[src/rtl/ckg_pkg.sv]
package ckg_pkg;
    localparam int DW       = 32;
    localparam int NERR     = 7;
    localparam int KEY_LSB  = 8;
    localparam int CYC_LSB  = 16;
    localparam int IDLE_BIT = 8;

    typedef enum logic [1:0] {
        A_CFG  = 2'd0,
        A_UNLK = 2'd1,
        A_STAT = 2'd2,
        A_NONE = 2'd3
    } reg_addr_e;

    localparam int E_EXPIRED = 0;
    localparam int E_DENIED  = 1;
    localparam int E_PEEK    = 2;
    localparam int E_BADKEY  = 3;
    localparam int E_REFUSED = 4;
    localparam int E_BUS     = 5;
    localparam int E_REMAP   = 6;
endpackage

[src/rtl/ckg_window.sv]
module ckg_window #(
    parameter int CH_W  = 3,
    parameter int CYC_W = 16
) (
    input  logic             clk,
    input  logic             rst_n,
    input  logic             load_i,
    input  logic [CH_W-1:0]  load_ch_i,
    input  logic [CYC_W-1:0] load_len_i,
    input  logic             drop_i,
    input  logic             use_i,
    output logic             open_o,
    output logic [CH_W-1:0]  ch_o,
    output logic             expire_o
);
    typedef struct packed {
        logic             open;
        logic [CH_W-1:0]  ch;
        logic [CYC_W-1:0] left;
    } win_t;

    win_t win_d, win_q;

    // window ends this cycle unless replaced, dropped or consumed
    assign expire_o = win_q.open && (win_q.left == CYC_W'(1))
                      && !use_i && !load_i && !drop_i;
    assign open_o   = win_q.open;
    assign ch_o     = win_q.ch;

    always_comb begin
        win_d = win_q;
        if (load_i) begin
            win_d.open = 1'b1;
            win_d.ch   = load_ch_i;
            win_d.left = load_len_i;
        end else if (drop_i || use_i || expire_o) begin
            win_d.open = 1'b0;
            win_d.left = '0;
        end else if (win_q.open) begin
            win_d.left = win_q.left - CYC_W'(1);
        end
    end

    always_ff @(posedge clk) begin
        if (!rst_n) win_q <= '0;
        else        win_q <= win_d;
    end
endmodule

[src/rtl/ckg_flags.sv]
module ckg_flags #(
    parameter int N = 7
) (
    input  logic         clk,
    input  logic         rst_n,
    input  logic [N-1:0] set_i,
    input  logic [N-1:0] clr_i,
    output logic [N-1:0] flags_o
);
    typedef struct packed {
        logic [N-1:0] err;
    } flag_t;

    flag_t fl_d, fl_q;

    always_comb begin
        fl_d     = fl_q;
        fl_d.err = (fl_q.err & ~clr_i) | set_i;
    end

    always_ff @(posedge clk) begin
        if (!rst_n) fl_q <= '0;
        else        fl_q <= fl_d;
    end

    assign flags_o = fl_q.err;
endmodule

[src/rtl/ckg_port.sv]
module ckg_port #(
    parameter int CH_W = 3
) (
    input  logic            clk,
    input  logic            rst_n,
    input  logic            req_i,
    input  logic [CH_W-1:0] ch_i,
    input  logic            free_i,
    input  logic            win_open_i,
    input  logic [CH_W-1:0] win_ch_i,
    input  logic            done_i,
    output logic            grant_o,
    output logic            abort_o,
    output logic            busy_o,
    output logic            use_o,
    output logic            deny_o
);
    typedef struct packed {
        logic grant;
        logic abort;
        logic busy;
    } port_t;

    port_t pt_d, pt_q;
    logic  hit, allow, ok;

    always_comb begin
        hit    = win_open_i && (win_ch_i == ch_i);
        allow  = !pt_q.busy && (free_i || hit);
        ok     = req_i && allow;
        deny_o = req_i && !allow;
        use_o  = ok && hit;

        pt_d       = pt_q;
        pt_d.grant = ok;
        pt_d.abort = deny_o;
        if (ok)          pt_d.busy = 1'b1;
        else if (done_i) pt_d.busy = 1'b0;
    end

    always_ff @(posedge clk) begin
        if (!rst_n) pt_q <= '0;
        else        pt_q <= pt_d;
    end

    assign grant_o = pt_q.grant;
    assign abort_o = pt_q.abort;
    assign busy_o  = pt_q.busy;
endmodule

[src/rtl/chan_key_guard.sv]
module chan_key_guard
    import ckg_pkg::*;
#(
    parameter int N_CH  = 8,
    parameter int KEY_W = 8,
    parameter int CYC_W = 16,
    localparam int CH_W = (N_CH > 1) ? $clog2(N_CH) : 1
) (
    input  logic            clk,
    input  logic            rst_n,
    input  logic            reg_wr,
    input  logic            reg_rd,
    input  logic [1:0]      reg_addr,
    input  logic [31:0]     reg_wdata,
    output logic [31:0]     reg_rdata,
    input  logic            acc_req,
    input  logic [CH_W-1:0] acc_ch,
    output logic            acc_grant,
    output logic            acc_abort,
    input  logic            xfer_done,
    input  logic            bus_err,
    input  logic            remap_err,
    output logic            idle,
    output logic            irq
);
    typedef struct packed {
        logic             free;
        logic [KEY_W-1:0] key;
        logic [CYC_W-1:0] len;
        logic [DW-1:0]    rdata;
    } top_t;

    top_t st_d, st_q;

    logic            wr_cfg, wr_unlk, wr_stat, rd_unlk;
    logic            pending, key_ok, load, drop;
    logic [NERR-1:0] err_set, err_clr, flags;
    logic            win_open, expire, use_win, deny, busy;
    logic [CH_W-1:0] win_ch;
    logic            unused_wdata;

    assign unused_wdata = ^reg_wdata;

    always_comb begin
        wr_cfg  = reg_wr && (reg_addr == A_CFG);
        wr_unlk = reg_wr && (reg_addr == A_UNLK);
        wr_stat = reg_wr && (reg_addr == A_STAT);
        rd_unlk = reg_rd && (reg_addr == A_UNLK);

        pending = |flags;
        key_ok  = (reg_wdata[KEY_LSB +: KEY_W] == st_q.key);
        load    = wr_unlk && !pending && key_ok && (st_q.len != '0);
        drop    = wr_unlk && !pending && !load;

        err_set            = '0;
        err_set[E_EXPIRED] = expire;
        err_set[E_DENIED]  = deny;
        err_set[E_PEEK]    = rd_unlk;
        err_set[E_BADKEY]  = wr_unlk && !pending && !key_ok;
        err_set[E_REFUSED] = wr_unlk && pending;
        err_set[E_BUS]     = bus_err;
        err_set[E_REMAP]   = remap_err;
        err_clr            = wr_stat ? reg_wdata[NERR-1:0] : '0;

        st_d       = st_q;
        st_d.rdata = '0;
        if (wr_cfg) begin
            st_d.free = reg_wdata[0];
            st_d.key  = reg_wdata[KEY_LSB +: KEY_W];
            st_d.len  = reg_wdata[CYC_LSB +: CYC_W];
        end
        if (reg_rd) begin
            case (reg_addr)
                A_CFG: begin
                    st_d.rdata[0]                 = st_q.free;
                    st_d.rdata[KEY_LSB +: KEY_W]  = st_q.key;
                    st_d.rdata[CYC_LSB +: CYC_W]  = st_q.len;
                end
                A_STAT: begin
                    st_d.rdata[NERR-1:0] = flags;
                    st_d.rdata[IDLE_BIT] = !busy;
                end
                default: st_d.rdata = '0;
            endcase
        end
    end

    always_ff @(posedge clk) begin
        if (!rst_n) st_q <= '0;
        else        st_q <= st_d;
    end

    ckg_window #(.CH_W(CH_W), .CYC_W(CYC_W)) u_window (
        .clk        (clk),
        .rst_n      (rst_n),
        .load_i     (load),
        .load_ch_i  (reg_wdata[CH_W-1:0]),
        .load_len_i (st_q.len),
        .drop_i     (drop),
        .use_i      (use_win),
        .open_o     (win_open),
        .ch_o       (win_ch),
        .expire_o   (expire)
    );

    ckg_port #(.CH_W(CH_W)) u_port (
        .clk        (clk),
        .rst_n      (rst_n),
        .req_i      (acc_req),
        .ch_i       (acc_ch),
        .free_i     (st_q.free),
        .win_open_i (win_open),
        .win_ch_i   (win_ch),
        .done_i     (xfer_done),
        .grant_o    (acc_grant),
        .abort_o    (acc_abort),
        .busy_o     (busy),
        .use_o      (use_win),
        .deny_o     (deny)
    );

    ckg_flags #(.N(NERR)) u_flags (
        .clk     (clk),
        .rst_n   (rst_n),
        .set_i   (err_set),
        .clr_i   (err_clr),
        .flags_o (flags)
    );

    assign reg_rdata = st_q.rdata;
    assign idle      = !busy;
    assign irq       = |flags;
endmodule

[config.mk]
export PLATFORM = sky130hd
export DESIGN_NAME = chan_key_guard
export DESIGN_NICKNAME = d
export VERILOG_FILES = /design/src/rtl/ckg_pkg.sv /design/src/rtl/ckg_window.sv /design/src/rtl/ckg_flags.sv /design/src/rtl/ckg_port.sv /design/src/rtl/chan_key_guard.sv
export SDC_FILE = /design/constraint.sdc
export NUM_CORES = 1
export LEC_CHECK = 0
export BUFFER_PORTS_ARGS = -buffer_cell sky130_fd_sc_hd__buf_2
export CAP_MARGIN = 25
export CORE_ASPECT_RATIO = 0.8
export CORE_MARGIN = 5
export CORE_UTILIZATION = 45
export CTS_CLUSTER_DIAMETER = 60
export DETAILED_ROUTE_END_ITERATION = 6
export PLACE_DENSITY = 0.68
export SLEW_MARGIN = 40
export SYNTH_ARGS = -nofsm -noshare
export SYNTH_HDL_FRONTEND = slang
export SYNTH_SLANG_ARGS = --single-unit
[constraint.sdc]
create_clock -name clk -period 3.25 [get_ports clk]
set_input_delay 0.8125 -clock clk [delete_from_list [all_inputs] [get_ports clk]]
set_output_delay 0.8125 -clock clk [all_outputs]
set_load 0.03 [all_outputs]
After elaboration in Yosys (flattened, before gate mapping). Cells that the tools add are included.

$add $sub $neg: 1. Equal/unequal tests: 5. Reduce and logical (&&, ||, !) cells: 38. Mux-type cells: 10. Bitwise logic cells: 3.

Operators with widths (count): two-way mux 16 bit (3); logical AND 1 bit (19); == test 16 x 1 -> 1 bit (second input constant) (1); nonzero test 16 bit (1); subtractor 16 x 1 -> 16 bit (second input constant) (1); == test 8 bit (1); bitwise AND 7 bit (1); logical NOT 1 bit (7); two-way mux 7 bit (1); inverter 7 bit (1); OR 7 bit (1); OR reduction 7 bit (1); AND reduction 3 bit (2); two-way mux 1 bit (4); case mux 1 bit (2 select lines) (2); nonzero test 2 bit (2); == test 3 bit (1); logical OR 1 bit (3); nonzero test 3 bit (1); == test 2 x 1 -> 1 bit (second input constant) (1); == test 2 bit (second input constant) (1); logical NOT 2 bit (1); AND reduction 2 bit (1).

Register bits: 87. Word-level logic and storage cells: 71. Input bits: 45.

Logic depth before layout (Yosys ltp).
Depth in word-level cells: 13. Depth in mapped cells: 9. Gate-level depth less buffers: 7.

By module. From an unflattened synthesis, not the netlist that was laid out.

Cell total of the unflattened synthesis: 437. Area, all modules: 3952.5 um2.

Modules (own cells, without submodules): chan_key_guard (area an instance 2282.2 um2, sequential area each 1121.1 um2, instances 1, cells each 243); ckg_window (area an instance 1277.5 um2, sequential area each 400.4 um2, instances 1, cells each 157); ckg_flags (area an instance 236.5 um2, sequential area each 140.1 um2, instances 1, cells each 21); ckg_port (area an instance 156.4 um2, sequential area each 60.1 um2, instances 1, cells each 16).

Worst setup path before layout. Ideal clock, no wire load.

Path kind: input -> register. From: input port reg_wdata[11]. To: register u_window.win_q, in the netlist u_window.ch_o[0]. Path slack: 1.272 ns. Stages on the path: 6. Path buffers: 1. Data required time: 3.134 ns. Arrival time: 1.862 ns. Path through: xor2_1 nor4_1 and4b_1 buf_4 mux2i_1 nor2b_1.

Longest elaborated chain between the ends: 3.

Ends and longest elaborated chain: start, declared (line chan_key_guard.sv:14) `input logic [31:0] reg_wdata,`; == test 8 bit (line chan_key_guard.sv:51) `key_ok = (reg_wdata[KEY_LSB +: KEY_W] == st_q.key);`; logical AND 1 bit (2 in a row) (line chan_key_guard.sv:52) `load = wr_unlk && !pending && key_ok && (st_q.len != '0);`; end signal, assigned (line ckg_window.sv:46) `else win_q <= win_d;`; end, declared (line ckg_window.sv:22) `win_t win_d, win_q;`.

Every way passes these cells. A chain may end at the register's enable or synchronous reset.

Worst setup path in the final report.
From: register u_flags.fl_q, in the netlist u_flags.flags_o[5]. To: output port irq.

Longest elaborated chain between the ends: 1.

Ends and longest elaborated chain: start, declared (line ckg_flags.sv:14) `flag_t fl_d, fl_q;`; start signal, assigned (line ckg_flags.sv:23) `else fl_q <= fl_d;`; OR reduction 7 bit (line chan_key_guard.sv:132) `assign irq = |flags;`; end, declared (line chan_key_guard.sv:24) `output logic irq`.

Every way passes these cells.

==> flow_summary.yaml <==
status:
  status: "finished, final reports clean"
clock_tree:
  clock-sinks: 86
  postCtsResizedCells: 0
  htree_levels: 3
  clock_latency_ns: 0.35
  hold_buffers: 0
  cts_tree: "done"
  clockRootBuffer: "clkbuf_8"
  clk_path_buf_depth: 2
  path_clk_slew_ns: 0.09
  cts_buffers: 9
  cts_setup_buffers: 0
cells_and_area:
  diodes: 0
  multiInputGateArea_um2: 1710
  area_delta_synth_final_pct: 11.8
  layout-drive-gt1-share: 0.231
  fin_nets: 514
  regArea_um2: 1720
  fin_area_um2: 4210
  nFillCells: 771
logic_synthesis:
  netlist_instances: 427
  postSynth.asyncResetShare: 0
  synth_xor_area_frac: 0.0442
  ys_seq_area_frac: 0.457
  synth_top_family_by_area: "simple AND/OR/NAND/NOR gates"
  synth_seq_cells: 86
  ys.warnings.count: 0
  synthSimpleGateAreaFrac: 0.234
  synth_mux_area_frac: 0.0139
  yosys-top-cells-area: "dfxtp_1 46%, nand2_1 7.6%, buf_4 6.6%"
  synthTopCellsByCount: "86 x dfxtp_1, 76 x nand2_1, 33 x buf_4"
  ys_types: 42
  synth_flop_cell: "dfxtp_1"
  yosys.area_share.adder: 0.00664
  synth_top_cell_area_share: 0.457
  syn_area_um2: 3770
  syn_nets: 474
  yosysMostFrequentCell: "dfxtp_1"
  synth_edf_count: 0
  post_synth.cell_area_avg_um2: 8.83
  synth_compound_area_frac: 0.151
  yosys.area.top_type: "dfxtp_1"
global_route:
  grt_max_degree: 56
  grt_pass1_vias: 2832
  globalRouteOverflowTotal: 0
  track_usage: 0.161
  antenna_found_initial: 0
  grt_pass1_wl_um: 13800
sta:
  rsz0062_at_grt: "false"
  finalCriticalPeriod_ns: 2.28
  tns_ns: 0
  hold_slack_ns: 0.485
  fin_worst_skew_ns: 0.00849
  finalSetupViolations: 0
  max_freq_mhz: 439
  tightest_slew_ns: 0.534
  period_share: 0.701
  slew_headroom: 0.643
  drv_slew: 0
  final-hold-violation-count: 0
job:
  drv_cap: 0
place:
  portBuffers: 78
  dpl-instance-area_um2: 4000
  place_congestion: 0.817
  dp_hpwl_um: 5780
die:
  die_w_um: 112
  start_util: 0.468
  io_pins: 81
  die-height_um: 91.9
  fp.dieArea_um2: 10300
  coreArea_um2: 8060
  num_rows: 29
power_and_ir_drop:
  power_leakage_nw: 1.80
  ir_drop_mv: 0.225
  fin_total_pwr_mw: 2.07
  pwr_density_cell_nw_per_um2: 491
critical_path:
  required_ns: 2.44
  worst_setup_path_start_kind: "register"
  cp-end-kind: "output port"
  cp.arrival_ns: 1.47
  worstSetupPathType: "register to output port"
  crit_fanout: 3
route:
  routed_via_density: 5.09
  drt_iter0_drc: 212
  drc: 0
  drtAntennaViolNets: 0
  first_pass_iters: 4
  drt-total-wl_um: 8290
  wl_per_cell_um: 14.3
  route.vias.total: 2950
min_path:
  hold_path_class: "register to register"
[cells in the final DEF, fill, tap and decap left out, types with 3 or more instances in the layout]
| cell type | netlist | final |
|---|---|---|
| inv_6 | 0 | 3 |
| nand2_1 | 76 | 75 |
| xnor2_1 | 9 | 9 |
| nand4_1 | 6 | 6 |
| nor3_1 | 6 | 4 |
| and2_1 | 31 | 31 |
| buf_4 | 33 | 4 |
| a21boi_0 | 26 | 26 |
| a22oi_1 | 9 | 9 |
| nor2b_1 | 11 | 11 |
| nor4_1 | 10 | 10 |
| inv_1 | 6 | 6 |
| a21oi_1 | 14 | 14 |
| mux2i_1 | 3 | 3 |
| o21ai_0 | 24 | 24 |
| xor2_1 | 10 | 10 |
| dfxtp_1 | 86 | 86 |
| a31oi_1 | 3 | 3 |
| nor2_1 | 14 | 14 |
| clkbuf_8 | 0 | 10 |
| buf_2 | 2 | 78 |
[sequential cells by signal, indices dropped and copies added (netlist names)]
name,count
reg_rdata,31
st_q,25
u_flags.flags_o,7
u_port.abort_o,1
u_port.busy_o,1
u_port.grant_o,1
u_window.ch_o,3
u_window.open_o,1
u_window.win_q,16
[per-stage QoR]
step	cells	utilization	setup WS [ns]
final	579	0.523	0.972
after global placement	564	0.497	0.862
after global routing	579	0.523	0.895
after CTS	579	0.522	1.01
after floorplan	427	-	1.27
after detailed placement	564	0.497	0.787
[final cells by class]
| cell class | instances | share of cell area |
|---|---|---|
| Multi-Input combinational cell | 282 | 0.406 |
| Tap cell | 108 | 0.0321 |
| Clock buffer | 10 | 0.0327 |
| Clock inverter | 5 | 0.0151 |
| Inverter | 6 | 0.00535 |
| Sequential cell | 86 | 0.409 |
| Timing Repair Buffer | 82 | 0.0998 |
[per-layer routing]
layer,global-route usage,routed length (um),up-vias
li1,-,-,1487
met2,0.244,3640,89
met1,0.224,4000,1367
met3,0.0467,546,7
met5,0,0,-
met4,0.0460,102,0
[kinds of logic after synthesis]
kind of cell	after synthesis
simple gates	168
mux	5
compound gates	87
flops	86
fa+ha+maj	2
buf+inv	59
xor+xnor	19
other cells	1
[critical path: stages, from the launching register on]
cell and delay [ns]:
dfxtp_1 0.33, nor4_1 0.45, nand2_1 0.13, buf_2 0.21
[report_power, final]
group,switching [mW],internal (mW),total [mW],leakage [nW]
Combinational,0.105,0.0938,0.199,0.999
Sequential,0.0233,1.08,1.10,0.697
Clock,0.391,0.380,0.771,0.0998
[final timing paths]
check / start / end / slack, ns / cells past startpoint
max: u_flags.flags_o[5] / irq / 0.97 / 3
max reg2reg: u_flags.flags_o[5] / u_window.ch_o[2] / 1.16 / 6
min reg2reg: u_flags.flags_o[1] / reg_rdata[1] / 0.49 / 1
min: u_flags.flags_o[1] / reg_rdata[1] / 0.49 / 1
(Power assumes the default switching activity.)
